<file path="src/rtl/ecc_pkg.sv">
package ecc_pkg;
  localparam int DATA_W = 64;
  localparam int CW_W   = 72;
  localparam int SYN_W  = 7;

  typedef enum logic [1:0] {
    ST_IDLE    = 2'd0,
    ST_RD_WAIT = 2'd1,
    ST_SCRUB   = 2'd2,
    ST_RESP    = 2'd3
  } ctl_state_t;

  function automatic logic is_pow2(input int v);
    return ((v & (v - 1)) == 0);
  endfunction
endpackage

</file>
<file path="src/rtl/ecc_encoder.sv">
module ecc_encoder
  import ecc_pkg::*;
(
  input  logic [DATA_W-1:0] data_i,
  output logic [CW_W-1:0]   cw_o
);
  always_comb begin
    logic [CW_W-1:0] w;
    logic            b;
    int              j;
    w = '0;
    j = 0;
    for (int p = 1; p < CW_W; p++) begin
      if (!is_pow2(p)) begin
        w[p] = data_i[j];
        j++;
      end
    end
    for (int k = 0; k < SYN_W; k++) begin
      b = 1'b0;
      for (int p = 1; p < CW_W; p++) begin
        if (p[k]) b = b ^ w[p];
      end
      w[1 << k] = b;
    end
    w[0] = ^w[CW_W-1:1];
    cw_o = w;
  end
endmodule

</file>
<file path="src/rtl/ecc_decoder.sv">
module ecc_decoder
  import ecc_pkg::*;
(
  input  logic [CW_W-1:0]   cw_i,
  output logic [DATA_W-1:0] data_o,
  output logic [CW_W-1:0]   fixed_o,
  output logic              single_o,
  output logic              double_o
);
  logic [SYN_W-1:0] syn;
  logic             par;

  always_comb begin
    syn = '0;
    for (int k = 0; k < SYN_W; k++) begin
      for (int p = 1; p < CW_W; p++) begin
        if (p[k]) syn[k] = syn[k] ^ cw_i[p];
      end
    end
    par = ^cw_i;
  end

  always_comb begin
    fixed_o = cw_i;
    for (int p = 0; p < CW_W; p++) begin
      if (par && (syn == SYN_W'(p))) fixed_o[p] = ~cw_i[p];
    end
  end

  always_comb begin
    int j;
    data_o = '0;
    j = 0;
    for (int p = 1; p < CW_W; p++) begin
      if (!is_pow2(p)) begin
        data_o[j] = fixed_o[p];
        j++;
      end
    end
  end

  assign single_o = par && (int'(syn) < CW_W);
  assign double_o = (!par && (syn != '0)) || (par && (int'(syn) >= CW_W));
endmodule

</file>
<file path="src/rtl/ecc_sat_counter.sv">
module ecc_sat_counter #(
  parameter int CNT_W = 16
) (
  input  logic             clk,
  input  logic             rst_n,
  input  logic             inc_i,
  input  logic             clr_i,
  output logic [CNT_W-1:0] cnt_o
);
  localparam logic [CNT_W-1:0] CNT_MAX = '1;

  always_ff @(posedge clk) begin
    if (!rst_n || clr_i)               cnt_o <= '0;
    else if (inc_i && cnt_o != CNT_MAX) cnt_o <= cnt_o + 1'b1;
  end

  AST_CNT_SAT: assert property (@(posedge clk) disable iff (!rst_n)
    (cnt_o == CNT_MAX && !clr_i) |=> (cnt_o == CNT_MAX));
  AST_CNT_CLR: assert property (@(posedge clk) disable iff (!rst_n)
    clr_i |=> (cnt_o == '0));
endmodule

</file>
<file path="src/rtl/ecc_scrub_unit.sv">
module ecc_scrub_unit
  import ecc_pkg::*;
#(
  parameter int ADDR_W = 10,
  parameter int CNT_W  = 16
) (
  input  logic              clk,
  input  logic              rst_n,
  input  logic              scrub_en,
  input  logic              req_valid,
  output logic              req_ready,
  input  logic              req_write,
  input  logic [ADDR_W-1:0] req_addr,
  input  logic [DATA_W-1:0] req_wdata,
  output logic              rsp_valid,
  input  logic              rsp_ready,
  output logic [DATA_W-1:0] rsp_data,
  output logic              rsp_corrected,
  output logic              rsp_uncorrectable,
  output logic              mem_en,
  output logic              mem_we,
  output logic [ADDR_W-1:0] mem_addr,
  output logic [CW_W-1:0]   mem_wdata,
  input  logic [CW_W-1:0]   mem_rdata,
  input  logic              corr_clr,
  input  logic              unc_clr,
  output logic [CNT_W-1:0]  corr_count,
  output logic [CNT_W-1:0]  unc_count
);
  localparam int N_CNT = 2;

  ctl_state_t        state_q;
  logic [ADDR_W-1:0] addr_q;
  logic [CW_W-1:0]   fix_q;
  logic [CW_W-1:0]   enc_cw;
  logic [CW_W-1:0]   dec_fixed;
  logic [DATA_W-1:0] dec_data;
  logic              dec_single;
  logic              dec_double;
  logic [N_CNT-1:0]  cnt_inc;
  logic [N_CNT-1:0]  cnt_clr;
  logic [CNT_W-1:0]  cnt_val [N_CNT];

  ecc_encoder u_enc (
    .data_i (req_wdata),
    .cw_o   (enc_cw)
  );

  ecc_decoder u_dec (
    .cw_i     (mem_rdata),
    .data_o   (dec_data),
    .fixed_o  (dec_fixed),
    .single_o (dec_single),
    .double_o (dec_double)
  );

  assign req_ready = (state_q == ST_IDLE);
  assign rsp_valid = (state_q == ST_RESP);

  always_comb begin
    mem_en    = 1'b0;
    mem_we    = 1'b0;
    mem_addr  = req_addr;
    mem_wdata = enc_cw;
    if (state_q == ST_IDLE && req_valid) begin
      mem_en = 1'b1;
      mem_we = req_write;
    end else if (state_q == ST_SCRUB) begin
      mem_en    = 1'b1;
      mem_we    = 1'b1;
      mem_addr  = addr_q;
      mem_wdata = fix_q;
    end
  end

  always_ff @(posedge clk) begin
    if (!rst_n) begin
      state_q           <= ST_IDLE;
      addr_q            <= '0;
      fix_q             <= '0;
      rsp_data          <= '0;
      rsp_corrected     <= 1'b0;
      rsp_uncorrectable <= 1'b0;
    end else begin
      unique case (state_q)
        ST_IDLE: begin
          if (req_valid && !req_write) begin
            addr_q  <= req_addr;
            state_q <= ST_RD_WAIT;
          end
        end
        ST_RD_WAIT: begin
          rsp_data          <= dec_data;
          rsp_corrected     <= dec_single;
          rsp_uncorrectable <= dec_double;
          fix_q             <= dec_fixed;
          state_q           <= (dec_single && scrub_en) ? ST_SCRUB : ST_RESP;
        end
        ST_SCRUB: state_q <= ST_RESP;
        ST_RESP: begin
          if (rsp_ready) state_q <= ST_IDLE;
        end
        default: state_q <= ST_IDLE;
      endcase
    end
  end

  assign cnt_inc = {(state_q == ST_RD_WAIT) && dec_double,
                    (state_q == ST_RD_WAIT) && dec_single};
  assign cnt_clr = {unc_clr, corr_clr};

  for (genvar g = 0; g < N_CNT; g++) begin : gen_cnt
    ecc_sat_counter #(.CNT_W(CNT_W)) u_cnt (
      .clk   (clk),
      .rst_n (rst_n),
      .inc_i (cnt_inc[g]),
      .clr_i (cnt_clr[g]),
      .cnt_o (cnt_val[g])
    );
  end

  assign corr_count = cnt_val[0];
  assign unc_count  = cnt_val[1];

  AST_RSP_HOLD: assert property (@(posedge clk) disable iff (!rst_n)
    (rsp_valid && !rsp_ready) |=> (rsp_valid && $stable(rsp_data) &&
      $stable(rsp_corrected) && $stable(rsp_uncorrectable)));
  AST_BUSY_NOT_READY: assert property (@(posedge clk) disable iff (!rst_n)
    rsp_valid |-> !req_ready);
  AST_FLAG_EXCL: assert property (@(posedge clk) disable iff (!rst_n)
    rsp_valid |-> !(rsp_corrected && rsp_uncorrectable));
  AST_SCRUB_ONLY_CORR: assert property (@(posedge clk) disable iff (!rst_n)
    (mem_en && mem_we && !req_ready) |-> (rsp_corrected && !rsp_valid));
  AST_SCRUB_SAME_ADDR: assert property (@(posedge clk) disable iff (!rst_n)
    (mem_en && mem_we && !req_ready) |-> (mem_addr == $past(mem_addr, 2)));
endmodule

</file>
<file path="config.mk">
export PLATFORM = sky130hd
export DESIGN_NAME = ecc_scrub_unit
export DESIGN_NICKNAME = d
export VERILOG_FILES = /design/src/rtl/ecc_pkg.sv /design/src/rtl/ecc_encoder.sv /design/src/rtl/ecc_decoder.sv /design/src/rtl/ecc_sat_counter.sv /design/src/rtl/ecc_scrub_unit.sv
export SDC_FILE = /design/constraint.sdc
export NUM_CORES = 1
export LEC_CHECK = 0
export CORE_MARGIN = 5
export CORE_UTILIZATION = 46
export CTS_BUF_LIST = sky130_fd_sc_hd__clkbuf_2 sky130_fd_sc_hd__clkbuf_4 sky130_fd_sc_hd__clkbuf_8
export DETAILED_ROUTE_END_ITERATION = 8
export PLACE_DENSITY = 0.84
export RECOVER_POWER = 25
export SYNTH_ARGS = -nofsm -noshare
export SYNTH_HDL_FRONTEND = slang
export SYNTH_SLANG_ARGS = --single-unit
</file>
<file path="constraint.sdc">
create_clock -name clk -period 3.9 [get_ports clk]
set_clock_uncertainty 0.2 [all_clocks]
set_input_delay 0.585 -clock clk [delete_from_list [all_inputs] [get_ports clk]]
set_output_delay 0.585 -clock clk [all_outputs]
set_load 0.05 [all_outputs]
</file>
## Word level (Yosys, flattened, before mapping)

Index checks and enable logic that the tools add are counted.

- Equality and inequality tests: 78
- Magnitude comparators: 2
- Multiply operators: 0
- Bitwise gates (word level): 475
- Divide/modulo/power cells: 0
- $add $sub $neg: 2
- Muxes and demuxes: 83
- Reductions and logical operators: 95
- Shifts and indexed selects: 0

Operator list:

| cell | number |
|---|---|
| $xor 1x1->1 | 403 |
| $eq 7x6->1 const B | 32 |
| $mux 72 | 2 |
| $eq 7x5->1 const B | 16 |
| $logic_and 1x1->1 | 82 |
| $mux 1 | 76 |
| $not 1->1 | 72 |
| $reduce_xor 72->1 | 1 |
| $reduce_xor 71->1 | 1 |
| $eq 7x4->1 const B | 8 |
| $eq 7x7->1 const B | 8 |
| $add 16x1->16 const B | 2 |
| $ne 16x16->1 const B | 2 |
| $eq 7x3->1 const B | 4 |
| $mux 10 | 2 |
| $eq 7x2->1 const B | 2 |
| $pmux 2 s4 | 1 |
| $eq 7x1->1 const B | 1 |
| $ge 7x7->1 const B | 1 |
| $logic_not 7->1 | 1 |
| $lt 7x7->1 const B | 1 |
| $reduce_bool 7->1 | 1 |
| $eq 2x2->1 const B | 2 |
| $mux 2 | 2 |
| other kinds (6) | 12 |

- Register bits: 182
- Latch bits: 0
- Memory bits (read-only): 0
- Memories: 0
- Input bits: 154
- Logic and storage cells: 743
- Output and inout bits: 184
- RAM bits: 0

## Logic depth before layout (Yosys ltp)

Gate-level depths: netlist of the first run.

- Word-level depth: 40
- Mapped depth: 11
- Mapped depth without buffers: 9

## Cells and area by module

A second synthesis of the first run with hierarchy kept.

- Cells, all modules: 1354
- Area total of the unflattened synthesis: 13683.1 um^2

By module, submodules not included:

| module | times used | area each (um^2) | cells each | sequential area each (um^2) |
|---|---|---|---|---|
| ecc_scrub_unit | 1 | 7099.3 | 596 | 3002.9 |
| ecc_decoder | 1 | 3131.8 | 390 | 0.0 |
| ecc_encoder | 1 | 1727.9 | 180 | 0.0 |
| ecc_sat_counter | 2 | 862.1 | 94 | 320.3 |

## Worst setup path after synthesis of the first run

OpenSTA, ideal clock, no wires.

- Path kind: input to output
- Start: input port req_wdata[38]
- End: output port mem_wdata[0]
- Data required time: 3.115 ns
- Path buffers: 0
- Arrival: 3.260 ns
- Setup slack: -0.145 ns
- Stages: 9
- Cell sequence: xnor2_1 -> xnor2_1 -> xnor2_1 -> xnor2_1 -> xnor2_1 -> xnor2_1 -> xnor3_1 -> xnor2_1 -> o21ai_0

- Word-level cells in the longest chain between the ends: 22
- Elaborated cells on any way between the ends: 62
- Those cells by class: mux: 2; bitwise: 59; reduce/logical: 1

RTL lines:

| item | RTL line | text |
|---|---|---|
| from (decl) | ecc_scrub_unit.sv:14 | `input logic [DATA_W-1:0] req_wdata,` |
| $xor 1x1->1 (19 in a row) | ecc_encoder.sv:22 | `if (p[k]) b = b ^ w[p];` |
| $reduce_xor 71->1 (*) | ecc_encoder.sv:26 | `w[0] = ^w[CW_W-1:1];` |
| $mux 72 | ecc_scrub_unit.sv:68 | `end else if (state_q == ST_SCRUB) begin` |
| $mux 72 (*) | ecc_scrub_unit.sv:65 | `if (state_q == ST_IDLE && req_valid) begin` |
| to (decl) | ecc_scrub_unit.sv:23 | `output logic [CW_W-1:0] mem_wdata,` |

Mark *: on every way between the ends. The rest lies on a longest branch, timed or not.

## Final worst setup path of the first run

- Start: input port req_wdata[7]
- End: output port mem_wdata[0]

- Word-level cells in the longest chain between the ends: 35
- Elaborated cells on any way between the ends: 63
- Those cells by class: mux: 2; bitwise: 60; reduce/logical: 1

RTL lines:

| item | RTL line |
|---|---|
| $xor 1x1->1 (32 in a row) | ecc_encoder.sv:22 |
| $reduce_xor 71->1 (*) | ecc_encoder.sv:26 |
| $mux 72 | ecc_scrub_unit.sv:68 |
| $mux 72 (*) | ecc_scrub_unit.sv:65 |

Marks and branches as above.

==> flow_summary.ini, run 1 <==
[routing]
vias = 10400
ant_nets = 0
avgViaCountPerCell = 5.54
drt_pass1_iterations = 6
wire_per_inst_microns = 21.0
first_iter_violations = 1007
wl_microns = 39600
route.detailed.drc = 0

[floorplan]
coreArea_sq_um = 21000
die_w_microns = 156
row_count = 53
dieArea_sq_um = 24300
die_y_microns = 156
initial_utilization_pct = 46.7
io_pins = 338

[status]
violations = capacitance limit, slew limit, setup timing
status = finished with violations

[power]
p_sw_share_pct = 51.9
leakagePower_nw = 5.62
power_frac_seq_pct = 14.7
p_clk_share_pct = 8.6
power_per_cell_area_nw_per_um2 = 877
p_int_mw = 6.29
power.total_mw = 13.1
p_sw_mw = 6.78
combPwrFrac_pct = 76.7
vdd_ir_drop_max_v = 0.00138

[synth]
synth_warnings = 0
synth.distinct_cells = 51
synth-async-reset-ratio_pct = 0
synthCells = 1159
synth_area_leaders = dfxtp_1 24%, xnor2_1 22%, mux2_2 8.6%, a311oi_1 5.0%, buf_4 4.9%
syn-cell-area_sq_um = 9810
ys.flop_type = dfxtp_1
synth_top_cell_by_area = dfxtp_1
synth_edf_count = 0
seq_area_frac_synth_pct = 24.1
syn_avg_cell_area_sq_um = 8.46
yosys.area.top_type_share_pct = 24.1
syn-num-nets = 1319
synth-seq-cells = 118

[grt]
grt_use_met1_pct = 39.0
gr-total-overflow = 0
grtUsageMet3_pct = 6.32
grt_pass1_wl_microns = 58400
grtUsageMet2_pct = 51.1
grt_max_degree = 103
antenna_found_initial = 4
grt_pass1_vias = 10200
grt_usage_pct = 31.0
busiest_layer = met2

[clocking]
clock_sinks = 118
cts_max_level = 4
clk_pin_slew_ps = 80
insertion_delay_ps = 450
ctsHoldBuffers = 0
cts_tree = yes
numCtsBuffers = 17
cts_root_buf = clkbuf_8
clockBufferDepth = 2

[place]
io_buffers = 337
dp_slack_ps = -345
place_congestion = 1.01
dp.cells = 1837
dpl_cell_area_sq_um = 14200
hpwl_microns = 31800

[worst_setup_path]
startpoint_type = input port
path_delay_family = XOR/XNOR gates
cp.required_ps = 3120
crit_arrival_ps = 3150
critPathMostFrequentCell = xnor2_1
cpPeakStageDelay_ps = 470
path_buf_inv = 4
cp_max_fo = 3
path_cells = dlygate4sd2_1 -> xnor2_1 -> xnor2_1 -> xnor2_1 -> buf_4 -> xnor2_1 -> xnor2_1 -> xnor2_1 -> xnor3_1 -> xnor2_2 -> o21ai_1 -> buf_4 -> buf_12
cpMaxStageDelayCell = xnor3_1
crit_path_end_kind = output port
crit_type = input port to output port

[sta]
period_needed_ps = 3940
fin_setup_tns_ps = -36.3
timing.final.max_slew_violations = 80
setup_viol = 1
period_share_pct = 101
rsz0062_at_grt = true
setup_ws_ps = -36.3
holdWs_ps = 258
slew_headroom_pct = -19.2
tightest_slew_ps = 1790
fmax_mhz = 254
hold_violations = 0

[cells_and_area]
nFillCells = 1627
final_area_sq_um = 14900
final_nets = 1751
regArea_sq_um = 2360
drive_gt1_share_pct = 28.7
multi_input_comb_area_sq_um = 6940
synthToLayoutAreaGrowth_pct = 52.0
postLayoutCoreUtil_pct = 70.9
stdcell_count = 1883

[run]
max_cap_violations = 1

[worst_hold_path]
hp-class = register to register
what timing repair did:
action	CTS	global route
setup endpoints to repair	1	10
pin swaps	41	16
setup buffers	7	3
cloned	0	0
resized for setup	78	9
synthesized netlist by cell type, types with 9 or more instances:
master    number
xor2_1        29
nor3_1        13
nor4_1        11
a21oi_1       37
a211oi_1       9
nor2_1        86
or3_1         58
clkbuf_1      52
mux2i_1       15
nand2_1       62
nand3_1       14
a311oi_1      56
buf_4         64
or2_2         15
o31ai_1       13
xnor2_1      247
mux2_2        75
or4_1         11
nand4b_1      10
nand4_1        9
o21ai_0       74
dfxtp_1      118
kinds of logic after synthesis:
family / count (synthesis) / synth area share, %
XOR/XNOR: 287 / 26.8
adder cells (fa/ha/maj): 6 / 0.765
buffers and inverters: 138 / 7.95
AND/OR/NAND/NOR: 315 / 16.7
flip-flops: 118 / 24.1
AO/OA/AOI/OAI: 205 / 13.6
multiplexers: 90 / 10.1
placed cells by master, fill, tap and decap left out, types with 9 or more instances in the layout:
| master | count |
|---|---|
| a311oi_1 | 56 |
| nor2_1 | 86 |
| xnor2_1 | 221 |
| buf_12 | 12 |
| xor2_1 | 21 |
| dlygate4sd2_1 | 40 |
| xnor2_2 | 30 |
| nand4b_1 | 10 |
| o21ai_0 | 73 |
| nor4_1 | 11 |
| nand2_1 | 62 |
| clkdlybuf4s50_1 | 144 |
| dlygate4sd3_1 | 65 |
| nand4_1 | 9 |
| nand3_1 | 14 |
| o31ai_1 | 13 |
| clkbuf_8 | 17 |
| mux2_2 | 75 |
| xor2_2 | 10 |
| nor3_1 | 13 |
| dfxtp_1 | 118 |
| mux2i_1 | 15 |
| a21oi_1 | 37 |
| a211oi_1 | 9 |
| or3_1 | 58 |
| buf_4 | 272 |
| or4_1 | 11 |
| or2_2 | 15 |
sequential cells by signal, summed over array words and instances (netlist names):
register and cells:
rsp_data 64, fix_q 8, state_q 2, rsp_corrected 1, addr_q 10, gen_cnt.u_cnt.cnt_o 32
rsp_uncorrectable 1
final timing paths:
check | from | endpoint | slack, ps | cells past startpoint
min reg2reg | addr_q[6] | addr_q[6] | 260 | 2
max | req_wdata[7] | mem_wdata[0] | -40 | 13
max reg2reg | state_q[1] | rsp_data[19] | 1190 | 6
min | addr_q[6] | addr_q[6] | 260 | 2
worst reg2reg max path, cell delays in order (launching register included):
cell and delay, ps:
dfxtp_1 350, inv_1 130, ha_4 160, buf_4 380, buf_4 840, nor2_1 240
a311oi_1 310
per-layer routing:
layer | share of wire (%) | wire, microns | vias to the layer above
met5 | 0 | 0 | -
met4 | 4.3 | 1710 | 0
met3 | 8.0 | 3180 | 99
met2 | 47 | 18800 | 523
met1 | 40 | 15900 | 4903
li1 | - | - | 4906
power by group through the flow:
stage                     logic [mW]  registers, mW  clock network (mW)
after CTS                       9.87           1.90                1.13
after global placement          9.53           1.92                   0
final                           10.0           1.92                1.12
after floorplan                 5.79           1.73                   0
after detailed placement        9.68           1.92                   0
after global routing            10.5           1.94                1.20
cell type report:
type / count / share of cell area [%]
clock inverter: 15 / 1.04
tap: 275 / 2.31
clock buffer: 17 / 1.57
sequential: 118 / 15.8
multi-input combinational: 903 / 46.5
timing repair buffer: 543 / 32.4
inverter: 8 / 0.201
antenna: 4 / 0.0671
(Power assumes the default switching activity.)
==> run 2: changes to the inputs <==
Settings changed: CAP_MARGIN set to 20.
==> results of run 2 <==
Final layout, timing and power as in run 1 (identical DEF).
